`src/rtl/adma_pkg.sv`:
```
package adma_pkg;
  localparam int SZ_W  = 22;   // buffer size up to 0x200000 bytes
  localparam int PER_W = 24;   // period field bits [31:8]

  localparam logic [7:0] OFS_PB_EN    = 8'h00;
  localparam logic [7:0] OFS_PB_BASE  = 8'h04;
  localparam logic [7:0] OFS_PB_SIZE  = 8'h08;
  localparam logic [7:0] OFS_PB_PROD  = 8'h0C;
  localparam logic [7:0] OFS_PB_CONS  = 8'h10;
  localparam logic [7:0] OFS_CP_EN    = 8'h14;
  localparam logic [7:0] OFS_CP_BASE  = 8'h18;
  localparam logic [7:0] OFS_CP_SIZE  = 8'h1C;
  localparam logic [7:0] OFS_CP_PROD  = 8'h20;
  localparam logic [7:0] OFS_CP_CONS  = 8'h24;
  localparam logic [7:0] OFS_SRST     = 8'h2C;
  localparam logic [7:0] OFS_CP_ICFG  = 8'h4C;
  localparam logic [7:0] OFS_CP_UNIT  = 8'h50;
  localparam logic [7:0] OFS_PB_ICFG  = 8'h54;
  localparam logic [7:0] OFS_PB_UNIT  = 8'h58;

  localparam logic [3:0] OFS_IRQ_MASK = 4'h8;
  localparam logic [3:0] OFS_IRQ_PEND = 4'hC;

  typedef enum logic [1:0] {ARB_IDLE, ARB_CAP, ARB_PB} arb_t;

  // next word slot in the ring
  function automatic logic [SZ_W-1:0] ring_step(input logic [SZ_W-1:0] idx,
                                                input logic [SZ_W-1:0] size);
    return (idx + SZ_W'(4)) & (size - SZ_W'(1));
  endfunction

  // producer may not step onto the consumer
  function automatic logic ring_blocked(input logic [SZ_W-1:0] prod,
                                        input logic [SZ_W-1:0] cons,
                                        input logic [SZ_W-1:0] size);
    return ring_step(prod, size) == cons;
  endfunction

  // software-written index: inside the ring and word aligned
  function automatic logic [SZ_W-1:0] sw_index(input logic [SZ_W-1:0] val,
                                               input logic [SZ_W-1:0] size);
    return val & (size - SZ_W'(1)) & ~SZ_W'(3);
  endfunction

  function automatic logic period_done(input logic [PER_W-1:0] count,
                                       input logic [PER_W-1:0] period);
    return (count + PER_W'(1)) >= period;
  endfunction
endpackage

```
`src/rtl/adma_regs.sv`:
```
module adma_regs
  import adma_pkg::*;
#(
  parameter int CHANNELS    = 2,
  parameter int FETCH_WORDS = 1
) (
  input  logic              clk,
  input  logic              rst_n,
  input  logic              wr,
  input  logic [7:0]        addr,
  input  logic [31:0]       wdata,
  output logic [31:0]       rdata,
  input  logic              cap_adv,
  input  logic              pb_adv,
  output logic              cap_en,
  output logic [31:0]       cap_base,
  output logic [SZ_W-1:0]   cap_size,
  output logic [SZ_W-1:0]   cap_prod,
  output logic [SZ_W-1:0]   cap_cons,
  output logic              pb_en,
  output logic [31:0]       pb_base,
  output logic [SZ_W-1:0]   pb_size,
  output logic [SZ_W-1:0]   pb_prod,
  output logic [SZ_W-1:0]   pb_cons,
  output logic              cap_ien,
  output logic [PER_W-1:0]  cap_per,
  output logic              pb_ien,
  output logic [PER_W-1:0]  pb_per,
  output logic              srst_cap,
  output logic              srst_pb
);
  localparam logic [15:0] CAP_UNIT_BYTES = 16'(CHANNELS * 4);
  localparam logic [15:0] PB_UNIT_BYTES  = 16'(FETCH_WORDS * 4);

  logic wr_cap_cons, wr_pb_prod;

  assign srst_cap    = wr && addr == OFS_SRST && wdata[0];
  assign srst_pb     = wr && addr == OFS_SRST && wdata[1];
  assign wr_cap_cons = wr && addr == OFS_CP_CONS;
  assign wr_pb_prod  = wr && addr == OFS_PB_PROD;

  always_ff @(posedge clk) begin
    if (!rst_n) begin
      cap_en <= 1'b0; cap_base <= '0; cap_size <= '0;
      pb_en  <= 1'b0; pb_base  <= '0; pb_size  <= '0;
      cap_ien <= 1'b0; cap_per <= '0; pb_ien <= 1'b0; pb_per <= '0;
    end else if (wr) begin
      case (addr)
        OFS_PB_EN:   pb_en    <= wdata[0];
        OFS_PB_BASE: pb_base  <= wdata;
        OFS_PB_SIZE: pb_size  <= wdata[SZ_W-1:0];
        OFS_CP_EN:   cap_en   <= wdata[0];
        OFS_CP_BASE: cap_base <= wdata;
        OFS_CP_SIZE: cap_size <= wdata[SZ_W-1:0];
        OFS_CP_ICFG: begin cap_ien <= wdata[0]; cap_per <= wdata[31:8]; end
        OFS_PB_ICFG: begin pb_ien  <= wdata[0]; pb_per  <= wdata[31:8]; end
        default: ;
      endcase
    end
  end

  // indices: soft reset wins over any update in the same cycle
  always_ff @(posedge clk) begin
    if (!rst_n || srst_cap) begin
      cap_prod <= '0;
      cap_cons <= '0;
    end else begin
      if (cap_adv)     cap_prod <= ring_step(cap_prod, cap_size);
      if (wr_cap_cons) cap_cons <= sw_index(wdata[SZ_W-1:0], cap_size);
    end
  end

  always_ff @(posedge clk) begin
    if (!rst_n || srst_pb) begin
      pb_prod <= '0;
      pb_cons <= '0;
    end else begin
      if (pb_adv)     pb_cons <= ring_step(pb_cons, pb_size);
      if (wr_pb_prod) pb_prod <= sw_index(wdata[SZ_W-1:0], pb_size);
    end
  end

  always_comb begin
    rdata = '0;
    case (addr)
      OFS_PB_EN:   rdata = {31'b0, pb_en};
      OFS_PB_BASE: rdata = pb_base;
      OFS_PB_SIZE: rdata = 32'(pb_size);
      OFS_PB_PROD: rdata = 32'(pb_prod);
      OFS_PB_CONS: rdata = 32'(pb_cons);
      OFS_CP_EN:   rdata = {31'b0, cap_en};
      OFS_CP_BASE: rdata = cap_base;
      OFS_CP_SIZE: rdata = 32'(cap_size);
      OFS_CP_PROD: rdata = 32'(cap_prod);
      OFS_CP_CONS: rdata = 32'(cap_cons);
      OFS_CP_ICFG: rdata = {cap_per, 7'b0, cap_ien};
      OFS_CP_UNIT: rdata = {8'b0, CAP_UNIT_BYTES, 8'b0};
      OFS_PB_ICFG: rdata = {pb_per, 7'b0, pb_ien};
      OFS_PB_UNIT: rdata = {8'b0, PB_UNIT_BYTES, 8'b0};
      default:     rdata = '0;
    endcase
  end

  // a hardware capture advance never lands on the consumer
  a_r3_no_fill: assert property (@(posedge clk) disable iff (!rst_n)
    (cap_adv && !wr_cap_cons && !srst_cap) |=> (cap_prod != cap_cons));

  // soft reset leaves both indices of the direction at zero
  a_r6_srst_cap: assert property (@(posedge clk) disable iff (!rst_n)
    srst_cap |=> (cap_prod == '0 && cap_cons == '0));
  a_r6_srst_pb: assert property (@(posedge clk) disable iff (!rst_n)
    srst_pb |=> (pb_prod == '0 && pb_cons == '0));
endmodule

```
`src/rtl/adma_pacer.sv`:
```
module adma_pacer
  import adma_pkg::*;
#(
  parameter int UNIT_WORDS = 1
) (
  input  logic             clk,
  input  logic             rst_n,
  input  logic             clr,
  input  logic             word_done,
  input  logic             en,
  input  logic [PER_W-1:0] period,
  output logic             fire
);
  logic             unit_tick;
  logic [PER_W-1:0] count;

  generate
    if (UNIT_WORDS == 1) begin : g_single
      assign unit_tick = word_done;
    end else begin : g_multi
      localparam int WC_W = $clog2(UNIT_WORDS);
      logic [WC_W-1:0] wc;
      always_ff @(posedge clk) begin
        if (!rst_n || clr)      wc <= '0;
        else if (word_done)     wc <= (wc == WC_W'(UNIT_WORDS - 1)) ? '0 : wc + WC_W'(1);
      end
      assign unit_tick = word_done && wc == WC_W'(UNIT_WORDS - 1);
    end
  endgenerate

  assign fire = unit_tick && en && period != '0 && period_done(count, period);

  always_ff @(posedge clk) begin
    if (!rst_n || clr)                     count <= '0;
    else if (unit_tick && en && period != '0)
      count <= fire ? '0 : count + PER_W'(1);
  end

  // a completed period only follows a completed unit while enabled
  a_r7_fire_gated: assert property (@(posedge clk) disable iff (!rst_n)
    fire |-> (word_done && en));
endmodule

```
`src/rtl/adma_irq.sv`:
```
module adma_irq
  import adma_pkg::*;
(
  input  logic        clk,
  input  logic        rst_n,
  input  logic        wr,
  input  logic [3:0]  addr,
  input  logic [31:0] wdata,
  output logic [31:0] rdata,
  input  logic [1:0]  set,
  output logic        irq
);
  logic [1:0] mask, pend;

  always_ff @(posedge clk) begin
    if (!rst_n) begin
      mask <= '0;
      pend <= '0;
    end else begin
      if (wr && addr == OFS_IRQ_MASK) mask <= wdata[1:0];
      // a new event wins over a clear in the same cycle
      pend <= (pend & ~((wr && addr == OFS_IRQ_PEND) ? wdata[1:0] : 2'b00)) | set;
    end
  end

  always_comb begin
    case (addr)
      OFS_IRQ_MASK: rdata = {30'b0, mask};
      OFS_IRQ_PEND: rdata = {30'b0, pend};
      default:      rdata = '0;
    endcase
  end

  assign irq = |(pend & mask);

  // an event always shows as pending in the next cycle
  a_r9_cap_pend: assert property (@(posedge clk) disable iff (!rst_n)
    set[0] |=> pend[0]);
  a_r9_pb_pend: assert property (@(posedge clk) disable iff (!rst_n)
    set[1] |=> pend[1]);
endmodule

```
`src/rtl/audio_ring_dma.sv`:
```
module audio_ring_dma
  import adma_pkg::*;
#(
  parameter int CHANNELS    = 2,
  parameter int FETCH_WORDS = 1
) (
  input  logic        clk,
  input  logic        rst_n,
  input  logic        reg_wr,
  input  logic [7:0]  reg_addr,
  input  logic [31:0] reg_wdata,
  output logic [31:0] reg_rdata,
  input  logic        irq_wr,
  input  logic [3:0]  irq_addr,
  input  logic [31:0] irq_wdata,
  output logic [31:0] irq_rdata,
  output logic        irq,
  output logic        mem_req,
  output logic        mem_we,
  output logic [31:0] mem_addr,
  output logic [31:0] mem_wdata,
  input  logic        mem_gnt,
  input  logic [31:0] mem_rdata,
  input  logic        cap_valid,
  input  logic [31:0] cap_data,
  output logic        cap_ready,
  output logic        pb_valid,
  output logic [31:0] pb_data,
  input  logic        pb_ready
);
  logic              cap_en, pb_en, cap_ien, pb_ien, srst_cap, srst_pb;
  logic [31:0]       cap_base, pb_base;
  logic [SZ_W-1:0]   cap_size, cap_prod, cap_cons, pb_size, pb_prod, pb_cons;
  logic [PER_W-1:0]  cap_per, pb_per;
  logic              cap_adv, pb_adv, cap_fire, pb_fire;

  // named internal events
  logic        cap_stall, cap_take, cap_want, pb_want, word_done;
  logic        cap_full, pb_full, discard;
  logic [31:0] cap_buf, pb_buf, addr_q;
  arb_t        state;

  adma_regs #(.CHANNELS(CHANNELS), .FETCH_WORDS(FETCH_WORDS)) u_regs (
    .clk, .rst_n, .wr(reg_wr), .addr(reg_addr), .wdata(reg_wdata), .rdata(reg_rdata),
    .cap_adv, .pb_adv,
    .cap_en, .cap_base, .cap_size, .cap_prod, .cap_cons,
    .pb_en, .pb_base, .pb_size, .pb_prod, .pb_cons,
    .cap_ien, .cap_per, .pb_ien, .pb_per, .srst_cap, .srst_pb
  );

  adma_pacer #(.UNIT_WORDS(CHANNELS)) u_cap_pace (
    .clk, .rst_n, .clr(srst_cap), .word_done(cap_adv),
    .en(cap_ien), .period(cap_per), .fire(cap_fire)
  );

  adma_pacer #(.UNIT_WORDS(FETCH_WORDS)) u_pb_pace (
    .clk, .rst_n, .clr(srst_pb), .word_done(pb_adv),
    .en(pb_ien), .period(pb_per), .fire(pb_fire)
  );

  adma_irq u_irq (
    .clk, .rst_n, .wr(irq_wr), .addr(irq_addr), .wdata(irq_wdata),
    .rdata(irq_rdata), .set({pb_fire, cap_fire}), .irq
  );

  // capture side
  assign cap_stall = ring_blocked(cap_prod, cap_cons, cap_size);
  assign cap_ready = cap_en && !cap_full && !cap_stall && state != ARB_CAP;
  assign cap_take  = cap_valid && cap_ready;
  assign cap_want  = cap_en && cap_full && !cap_stall && !srst_cap;

  // playback side
  assign pb_want   = pb_en && !pb_full && pb_cons != pb_prod && !srst_pb;

  // access completion
  assign word_done = state != ARB_IDLE && mem_gnt;
  assign cap_adv   = word_done && state == ARB_CAP && !discard;
  assign pb_adv    = word_done && state == ARB_PB  && !discard;

  always_ff @(posedge clk) begin
    if (!rst_n) begin
      state   <= ARB_IDLE;
      discard <= 1'b0;
      addr_q  <= '0;
    end else if (state == ARB_IDLE) begin
      discard <= 1'b0;
      if (cap_want) begin
        state  <= ARB_CAP;
        addr_q <= cap_base + 32'(cap_prod);
      end else if (pb_want) begin
        state  <= ARB_PB;
        addr_q <= pb_base + 32'(pb_cons);
      end
    end else if (mem_gnt) begin
      state   <= ARB_IDLE;
      discard <= 1'b0;
    end else if ((state == ARB_CAP && srst_cap) || (state == ARB_PB && srst_pb)) begin
      discard <= 1'b1;
    end
  end

  always_ff @(posedge clk) begin
    if (!rst_n || srst_cap) begin
      cap_full <= 1'b0;
      cap_buf  <= '0;
    end else if (cap_take) begin
      cap_full <= 1'b1;
      cap_buf  <= cap_data;
    end else if (word_done && state == ARB_CAP) begin
      cap_full <= 1'b0;
    end
  end

  always_ff @(posedge clk) begin
    if (!rst_n || srst_pb) begin
      pb_full <= 1'b0;
      pb_buf  <= '0;
    end else if (pb_adv) begin
      pb_full <= 1'b1;
      pb_buf  <= mem_rdata;
    end else if (pb_valid && pb_ready && pb_full) begin
      pb_full <= 1'b0;
    end
  end

  assign mem_req   = state != ARB_IDLE;
  assign mem_we    = state == ARB_CAP;
  assign mem_addr  = addr_q;
  assign mem_wdata = cap_buf;
  assign pb_valid  = pb_en;
  assign pb_data   = pb_full ? pb_buf : 32'h0;

  // a request holds its address and direction until granted
  a_r10_req_hold: assert property (@(posedge clk) disable iff (!rst_n)
    (mem_req && !mem_gnt) |=> (mem_req && $stable(mem_addr) && $stable(mem_we)));
  // a new capture write follows an enabled capture side
  a_r10_cap_enabled: assert property (@(posedge clk) disable iff (!rst_n)
    ($rose(mem_req) && mem_we) |-> $past(cap_en));
  // a new playback read only starts on a non-empty ring
  a_r4_read_nonempty: assert property (@(posedge clk) disable iff (!rst_n)
    ($rose(mem_req) && !mem_we) |-> $past(pb_cons != pb_prod));
endmodule

```
`config.mk`:
```
export PLATFORM = sky130hd
export DESIGN_NAME = audio_ring_dma
export DESIGN_NICKNAME = d
export VERILOG_FILES = /design/src/rtl/adma_pkg.sv /design/src/rtl/adma_regs.sv /design/src/rtl/adma_pacer.sv /design/src/rtl/adma_irq.sv /design/src/rtl/audio_ring_dma.sv
export SDC_FILE = /design/constraint.sdc
export NUM_CORES = 1
export LEC_CHECK = 0
export BUFFER_PORTS_ARGS = -buffer_cell sky130_fd_sc_hd__buf_2
export CAP_MARGIN = 30
export CORE_MARGIN = 1.5
export CORE_UTILIZATION = 53
export CTS_BUF_LIST = sky130_fd_sc_hd__clkbuf_4 sky130_fd_sc_hd__clkbuf_8
export DETAILED_ROUTE_END_ITERATION = 8
export GPL_ROUTABILITY_DRIVEN = 0
export HOLD_SLACK_MARGIN = 0.06
export PLACE_DENSITY = 0.84
export SLEW_MARGIN = 10
export SYNTH_ARGS = -nofsm -noshare
export SYNTH_HDL_FRONTEND = slang
export SYNTH_SLANG_ARGS = --single-unit
```
`constraint.sdc`:
```
create_clock -name clk -period 5.48 [get_ports clk]
set_input_delay 1.096 -clock clk [delete_from_list [all_inputs] [get_ports clk]]
set_output_delay 1.096 -clock clk [all_outputs]
set_load 0.1 [all_outputs]
```
==> summary.md, run 1 <==
| Metric | Value |
|---|---|
| DRC violation count after routing | `0` |
| Starting density of the core | `0.539` |
| Antenna Violating Nets Remaining | `0` |
| Fraction of the yosys area taken by sequential cells | `0.333` |
| Number of antenna violations at the first check in global routing | `11` |
| Initial drt markers | `3229` |
| Worst reg2reg endpoint | `mem_addr[27]$_SDFFE_PN0P_` |
| Area of the multi-input gates | `14700 um2` |
| Cell count after synthesis | `3158` |
| Run status | `finished, final reports clean` |
| Async S/R FF share, synth | `0` |
| Number of buffers added by the clock tree synthesis step | `71` |
| FF-to-FF Start | `u_regs.cap_size[14]$_SDFFE_PN0P_` |
| Non-Filler Cell Area, Final | `27000 um2` |
| Clock tree from TritonCTS | `done` |
| Via density | `6.26` |
| Vias after detailed routing | `24800` |
| Register bit count reported by yosys | `398` |
| # setup viols final | `0` |
| Leading cell types in the layout, fill and taps excluded | `584 x sky130_fd_sc_hd__nand2_1, 398 x sky130_fd_sc_hd__dfxtp_1, 378 x sky130_fd_sc_hd__a21oi_1, 251 x sky130_fd_sc_hd__buf_2, 144 x sky130_fd_sc_hd__nor2_1` |
| Global route overflow | `0` |
| First-pass GRT wire length | `125000 um` |
| Slew at the pin with the worst max-slew slack | `1.05 ns` |
| GRT Resource Usage Total | `0.336` |
| Die height | `215 um` |
| Critical path's largest stage delay | `0.60 ns` |
| Data arrival at the endpoint of the critical path | `4.27 ns` |
| Power Dens Cells | `226 nW/um2` |
| Number of cells traversed by the worst register-to-register path | `11` |
| Final worst-path setup slack | `0.117 ns` |
| DIE AREA | `46400 um2` |
| Endpoint of the worst setup timing path | `cap_ready` |
| Number of warning messages in the yosys log | `0` |
| Crit path launch | `u_regs.cap_size[14]$_SDFFE_PN0P_` |
| Max-slew violations | `0` |
| Clock edge transition at the registers on the reported setup and hold paths | `0.06 ns` |
| Max_slew headroom | `0.300` |
| Series of cell instances along the critical path | `or4_4, or4_1, nor3_2, xor2_2, mux2_2, or4b_4, o41ai_4, buf_4, nor2_1, buf_6` |
| Worst ir drop on vdd | `172 uV` |
| Fraction of layout instances using a drive strength above 1 | `0.144` |
| Max frequency | `0.186 GHz` |
| Class of the tightest hold or removal check | `reg -> reg` |
| Number of global-route vias before repair | `22600` |
| First-pass iteration count of the detailed router | `7` |
| Post-detailed-routing wire length | `81000 um` |
| Cell variety after synth | `77` |
| Largest fanout on the critical path | `7` |
| Category of the critical setup timing path | `reg -> out` |
| Clock latency at the later pin of the worst-skew pair | `0.66 ns` |
| Buffer depth of the longest clock path | `3` |
| Post-synth EDFFs | `0` |
| Filler cell count in the final layout | `3899` |
| Most used flip-flop cell after synthesis | `sky130_fd_sc_hd__dfxtp_1` |
| Num Clock Sinks | `398` |
| Total number of cells along the worst setup path | `10` |
| H-tree level count | `3` |
| Most common library cell in the layout ignoring fill and taps | `sky130_fd_sc_hd__nand2_1` |
| Number of cell rows | `77` |
| Number of max-cap violations | `0` |
| Horizontal extent of the die | `215 um` |
| Worst clock skew on the final layout | `0.0324 ns` |
| Worst Path Required | `4.38 ns` |
| Dpl ws | `0.319 ns` |
| Count of nets after finishing | `3563` |
| Drt wl/cell | `20.4 um` |
| Reg area | `7970 um2` |
| Placed Instance Area | `25400 um2` |
| Leakage component of the power | `0.0104 uW` |
| Syn_area_per_cell | `7.57 um2` |
| Minimum clock period | `5.36 ns` |
| Slowest CP cell | `sky130_fd_sc_hd__or4b_4` |
| Total of buffers placed on input and output ports | `251` |
| Setup slack, reg-to-reg | `0.93 ns` |
| Clock root buffer master | `sky130_fd_sc_hd__clkbuf_8` |
| Critical Path End Type | `output port` |
| Number of hold violations in the final report | `0` |
| Post-Synthesis Cell Area | `23900 um2` |
| Fin crit share | `0.979` |
| IO Pins | `312` |
| Largest net degree at the start of global routing | `77` |
| Floorplan core area | `44300 um2` |
| Kind of cell with the highest combined delay on the critical path | `simple AND/OR/NAND/NOR gates` |
| Kind of start point of the critical path | `flop` |
| Area Overhead vs Synth | `13.0%` |
| Post-DP HPWL | `57000 um` |
| Combined buffer and inverter count along the critical path | `2` |
| Count of hold-fix buffers inserted at cts | `0` |
[cell families after synthesis]
| family | synth area share |
|---|---|
| AO/OA/AOI/OAI | 0.225 |
| XOR/XNOR | 0.0747 |
| adder cells (fa/ha/maj) | 0.0530 |
| buffers and inverters | 0.0604 |
| flip-flops | 0.333 |
| multiplexers | 0.00518 |
| other | 0.000157 |
| AND/OR/NAND/NOR | 0.249 |
[metrics by stage]
stage | util | std cells | hold slack [ns] | setup TNS, ns | power (uW)
after floorplan | - | 3187 | 0.432 | 0 | 3160
after global placement | 0.573 | 3826 | 0.437 | 0 | 3240
after detailed placement | 0.573 | 3828 | 0.442 | 0 | 3240
after CTS | 0.607 | 3953 | 0.450 | 0 | 6090
after global routing | 0.609 | 3962 | 0.461 | -0.00475 | 6240
final | 0.609 | 3964 | 0.448 | 0 | 6090
[tightest hold or removal path, stage by stage (launching register included)]
cell and delay, ns:
sky130_fd_sc_hd__dfxtp_1 0.30, sky130_fd_sc_hd__nand2_1 0.05, sky130_fd_sc_hd__a21oi_1 0.05
[cell usage after synthesis (10+ instances only)]
cell | number | area (um2)
sky130_fd_sc_hd__or3_1 | 20 | 125
sky130_fd_sc_hd__nor2b_1 | 11 | 68.8
sky130_fd_sc_hd__a21o_1 | 26 | 195
sky130_fd_sc_hd__clkbuf_1 | 182 | 683
sky130_fd_sc_hd__buf_1 | 17 | 63.8
sky130_fd_sc_hd__xnor2_1 | 113 | 990
sky130_fd_sc_hd__a221oi_1 | 18 | 158
sky130_fd_sc_hd__o31ai_1 | 37 | 278
sky130_fd_sc_hd__nand3b_1 | 21 | 158
sky130_fd_sc_hd__and3_1 | 37 | 231
sky130_fd_sc_hd__o21ai_0 | 78 | 390
sky130_fd_sc_hd__nor4_1 | 37 | 231
sky130_fd_sc_hd__buf_2 | 13 | 65.1
sky130_fd_sc_hd__a22o_1 | 17 | 149
sky130_fd_sc_hd__and2_1 | 48 | 300
sky130_fd_sc_hd__nand4_1 | 104 | 651
sky130_fd_sc_hd__xor2_1 | 91 | 797
sky130_fd_sc_hd__dfxtp_1 | 398 | 7970
sky130_fd_sc_hd__nor2_1 | 148 | 556
sky130_fd_sc_hd__nor3_1 | 63 | 315
sky130_fd_sc_hd__o21ai_1 | 17 | 85.1
sky130_fd_sc_hd__inv_1 | 85 | 319
sky130_fd_sc_hd__o21a_1 | 12 | 90.1
sky130_fd_sc_hd__a22oi_1 | 96 | 721
sky130_fd_sc_hd__a311oi_1 | 26 | 228
sky130_fd_sc_hd__nand2_1 | 586 | 2200
sky130_fd_sc_hd__ha_1 | 98 | 1230
sky130_fd_sc_hd__buf_4 | 37 | 278
sky130_fd_sc_hd__nand3_1 | 103 | 515
sky130_fd_sc_hd__o211ai_1 | 23 | 173
sky130_fd_sc_hd__or4_1 | 10 | 75.1
sky130_fd_sc_hd__a211oi_1 | 45 | 338
sky130_fd_sc_hd__or2_2 | 10 | 62.6
sky130_fd_sc_hd__nand2b_1 | 14 | 87.6
sky130_fd_sc_hd__nor4b_1 | 14 | 123
sky130_fd_sc_hd__a21oi_1 | 379 | 1900
[power breakdown]
part | switching [uW] | total, uW | internal, uW
logic | 239 | 290 | 50.3
clock network | 1290 | 2900 | 1610
registers | 3.02 | 2900 | 2900
total | 1530 | 6090 | 4560
[final cells by class]
class / instances / share of cell area
repair buffers: 312 / 0.0658
clock inverters: 12 / 0.00371
diodes: 6 / 0.000556
multi-input cells: 2448 / 0.545
flip-flops and latches: 398 / 0.295
well taps: 592 / 0.0274
inverters: 85 / 0.0120
clock buffers: 111 / 0.0501
[state kept, by name, summed over array words and instances, names as in the netlist, 22 cells and up]
register,flops
u_cap_pace.count,24
u_regs.pb_base,32
u_regs.cap_per,24
pb_buf,32
u_regs.pb_cons,22
u_regs.pb_per,24
u_regs.cap_base,32
mem_addr,32
u_regs.pb_size,22
u_regs.cap_size,22
u_pb_pace.count,24
mem_wdata,32
u_regs.cap_prod,22
[timing repair]
item                       CTS  global route
pin swaps                    3             2
setup buffers                2             1
resized for setup            6             6
setup endpoints to repair    1             1
[metal layers]
layer | wire length, um | vias up | GRT usage | part of all wire
met3 | 10900 | 314 | 0.0943 | 0.13
met4 | 4310 | 8 | 0.163 | 0.053
li1 | - | 11600 | - | -
met1 | 31500 | 11400 | 0.443 | 0.39
met5 | 41 | - | 0 | 0.00051
met2 | 34200 | 1576 | 0.503 | 0.42
[worst min-delay path by stage]
stage / startpoint / endpoint / slack, ns / cells after the start
after CTS: pb_buf[31]$_SDFFE_PP0P_ / pb_buf[31]$_SDFFE_PP0P_ / 0.45 / 2
after detailed placement: pb_buf[19]$_SDFFE_PP0P_ / pb_buf[19]$_SDFFE_PP0P_ / 0.44 / 2
after floorplan: pb_buf[0]$_SDFFE_PP0P_ / pb_buf[0]$_SDFFE_PP0P_ / 0.43 / 2
after global routing: u_pb_pace.count[14]$_SDFFE_PP0P_ / u_pb_pace.count[14]$_SDFFE_PP0P_ / 0.46 / 2
final: pb_buf[8]$_SDFFE_PP0P_ / pb_buf[8]$_SDFFE_PP0P_ / 0.45 / 2
after global placement: pb_buf[18]$_SDFFE_PP0P_ / pb_buf[18]$_SDFFE_PP0P_ / 0.44 / 2
No activity file was read; power rests on OpenSTA's default activity.
==> run 2: changes to the inputs <==
--- a/config.mk
+++ b/config.mk
@@ -9,7 +9,7 @@
 export CAP_MARGIN = 30
 export CORE_MARGIN = 1.5
 export CORE_UTILIZATION = 53
-export CTS_BUF_LIST = sky130_fd_sc_hd__clkbuf_4 sky130_fd_sc_hd__clkbuf_8
+export CTS_BUF_LIST = sky130_fd_sc_hd__clkbuf_8
 export DETAILED_ROUTE_END_ITERATION = 8
 export GPL_ROUTABILITY_DRIVEN = 0
 export HOLD_SLACK_MARGIN = 0.06
==> run 2 against run 1 <==
Net effect: routed wire length fell by 0.17%; critical endpoint unchanged; count of clock-buffer cells in the layout is 28 lower; critical path type unchanged; final cell count about the same; cell area decreased by 0.41%; hold slack about the same; total power shrank 3.1%; first-iteration DRC count down 3.7%; critical path depth unchanged.
==> summary.md, run 2 (synthesis results as in run 1) <==
| Metric | Value |
|---|---|
| GRT Resource Usage Total | `0.335` |
| Setup repair after global routing missed its margin | `false` |
| Number of antenna violations at the first check in global routing | `10` |
| First-pass iteration count of the detailed router | `6` |
| Power Dens Cells | `219 nW/um2` |
| Max frequency | `0.187 GHz` |
| Most common library cell in the layout ignoring fill and taps | `sky130_fd_sc_hd__nand2_1` |
| Largest net degree at the start of global routing | `77` |
| Floorplan core area | `44300 um2` |
| Class of the tightest hold or removal check | `reg -> reg` |
| Data arrival at the endpoint of the critical path | `4.26 ns` |
| Combined buffer and inverter count along the critical path | `2` |
| # setup viols final | `0` |
| Clock latency at the later pin of the worst-skew pair | `0.66 ns` |
| Num Clock Sinks | `398` |
| Number of buffers added by the clock tree synthesis step | `71` |
| Starting density of the core | `0.539` |
| Setup_tns | `0 ns` |
| Slowest CP cell | `sky130_fd_sc_hd__or4b_4` |
| First-pass GRT wire length | `125000 um` |
| Vias after detailed routing | `24900` |
| Count of hold-fix buffers inserted at cts | `0` |
| Series of cell instances along the critical path | `or4_4, or4_1, nor3_2, xor2_2, mux2_2, or4b_4, o41ai_4, buf_4, nor2_1, buf_6` |
| Number of hold violations in the final report | `0` |
| Run status | `finished, final reports clean` |
| Initial drt markers | `3109` |
| Kind of start point of the critical path | `flop` |
| Buffer depth of the longest clock path | `3` |
| Kind of cell with the highest combined delay on the critical path | `simple AND/OR/NAND/NOR gates` |
| Via density | `6.28` |
| Antenna Violating Nets Remaining | `0` |
| Filler cell count in the final layout | `3920` |
| Critical Path End Type | `output port` |
| Placed instance count | `3828` |
| DRC violation count after routing | `0` |
| Global route overflow | `0` |
| Fin crit share | `0.977` |
| Number of cell rows | `77` |
| IO Pins | `312` |
| Max_slew headroom | `0.289` |
| H-tree level count | `3` |
| Clock edge transition at the registers on the reported setup and hold paths | `0.06 ns` |
| Die height | `215 um` |
| Setup slack, reg-to-reg | `0.94 ns` |
| Count of nets after finishing | `3562` |
| Drt wl/cell | `20.4 um` |
| Max-slew violations | `0` |
| Post-detailed-routing wire length | `80800 um` |
| Leading cell types in the layout, fill and taps excluded | `584 x sky130_fd_sc_hd__nand2_1, 398 x sky130_fd_sc_hd__dfxtp_1, 378 x sky130_fd_sc_hd__a21oi_1, 250 x sky130_fd_sc_hd__buf_2, 144 x sky130_fd_sc_hd__nor2_1` |
| Total of buffers placed on input and output ports | `251` |
| Post-route non-filler standard cell count | `3963` |
| Clock root buffer master | `sky130_fd_sc_hd__clkbuf_8` |
| Leakage component of the power | `0.0104 uW` |
| Worst Path Required | `4.38 ns` |
| Number of max-cap violations | `0` |
| Hold Worst Slack | `0.448 ns` |
| Fraction of layout instances using a drive strength above 1 | `0.135` |
| Slew at the pin with the worst max-slew slack | `1.06 ns` |
| Area Overhead vs Synth | `12.5%` |
| Critical path's largest stage delay | `0.60 ns` |
| Worst ir drop on vdd | `177 uV` |
| DIE AREA | `46400 um2` |
| Minimum clock period | `5.35 ns` |
| Horizontal extent of the die | `215 um` |
| Number of global-route vias before repair | `22600` |
| Category of the critical setup timing path | `reg -> out` |
| Worst clock skew on the final layout | `0.0412 ns` |
| Post-DP HPWL | `57000 um` |
| Largest fanout on the critical path | `7` |
| Placed Instance Area | `25400 um2` |
| Clock tree from TritonCTS | `done` |
| Non-Filler Cell Area, Final | `26900 um2` |
## run 2: changes by cell type in the layout (fill, tap and decap cells not counted), sizes merged
cell    before  now
clkbuf     111   83
inv         85  113
buf        312  311
## run 2: metrics by stage
step	setup slack, ns	utilization	power (uW)
2_1_floorplan	0.283	-	3160
3_3_place_gp	0.344	0.573	3240
3_5_place_dp	0.319	0.573	3240
4_1_cts	0.0649	0.605	5900
5_1_grt	0.00311	0.607	6040
6_report	0.128	0.607	5900
## run 2: worst paths after layout
check	startpoint	to	depth (start not counted)
setup / recovery	u_regs.cap_size[14]$_SDFFE_PN0P_	cap_ready	10
hold / removal	pb_buf[8]$_SDFFE_PP0P_	pb_buf[8]$_SDFFE_PP0P_	2
setup reg to reg	u_regs.cap_size[14]$_SDFFE_PN0P_	mem_addr[27]$_SDFFE_PN0P_	11
hold reg to reg	pb_buf[8]$_SDFFE_PP0P_	pb_buf[8]$_SDFFE_PP0P_	2
## run 2: power by group
group / switching, uW / internal (uW) / total (uW)
registers: 3.03 / 2900 / 2900
logic: 240 / 50.3 / 291
clock network: 1290 / 1420 / 2710
## run 2: worst register-to-register path, cell delays in order (launching register included)
cell,delay [ns]
sky130_fd_sc_hd__dfxtp_1,0.36
sky130_fd_sc_hd__or4_4,0.56
sky130_fd_sc_hd__or4_1,0.47
sky130_fd_sc_hd__nor3_2,0.25
sky130_fd_sc_hd__xor2_2,0.23
sky130_fd_sc_hd__mux2_2,0.36
sky130_fd_sc_hd__or4b_4,0.60
sky130_fd_sc_hd__o41ai_4,0.29
sky130_fd_sc_hd__buf_4,0.20
sky130_fd_sc_hd__buf_4,0.56
sky130_fd_sc_hd__o21ai_0,0.26
sky130_fd_sc_hd__a41o_1,0.27
## run 2: timing repair
item / in CTS / in global routing
resized for setup: 6 / 6
pin swaps: 3 / 2
setup endpoints to repair: 1 / 1
buffers inserted: 2 / 1
## run 2: layout make-up
type / count / area [um2] / area share
tap: 592 / 741 / 0.0275
sequential: 398 / 7970 / 0.296
timing repair buffer: 311 / 1770 / 0.0659
clock inverter: 40 / 205 / 0.00763
clock buffer: 83 / 1140 / 0.0425
multi-input combinational: 2448 / 14700 / 0.548
antenna: 6 / 15.0 / 0.000558
inverter: 85 / 324 / 0.0120
## run 2: metal layers
metal	GRT usage	vias up	share of wire
li1	-	11600	-
met1	0.445	11400	0.39
met2	0.501	1582	0.42
met3	0.0868	315	0.13
met4	0.169	8	0.054
met5	0	-	0.00053
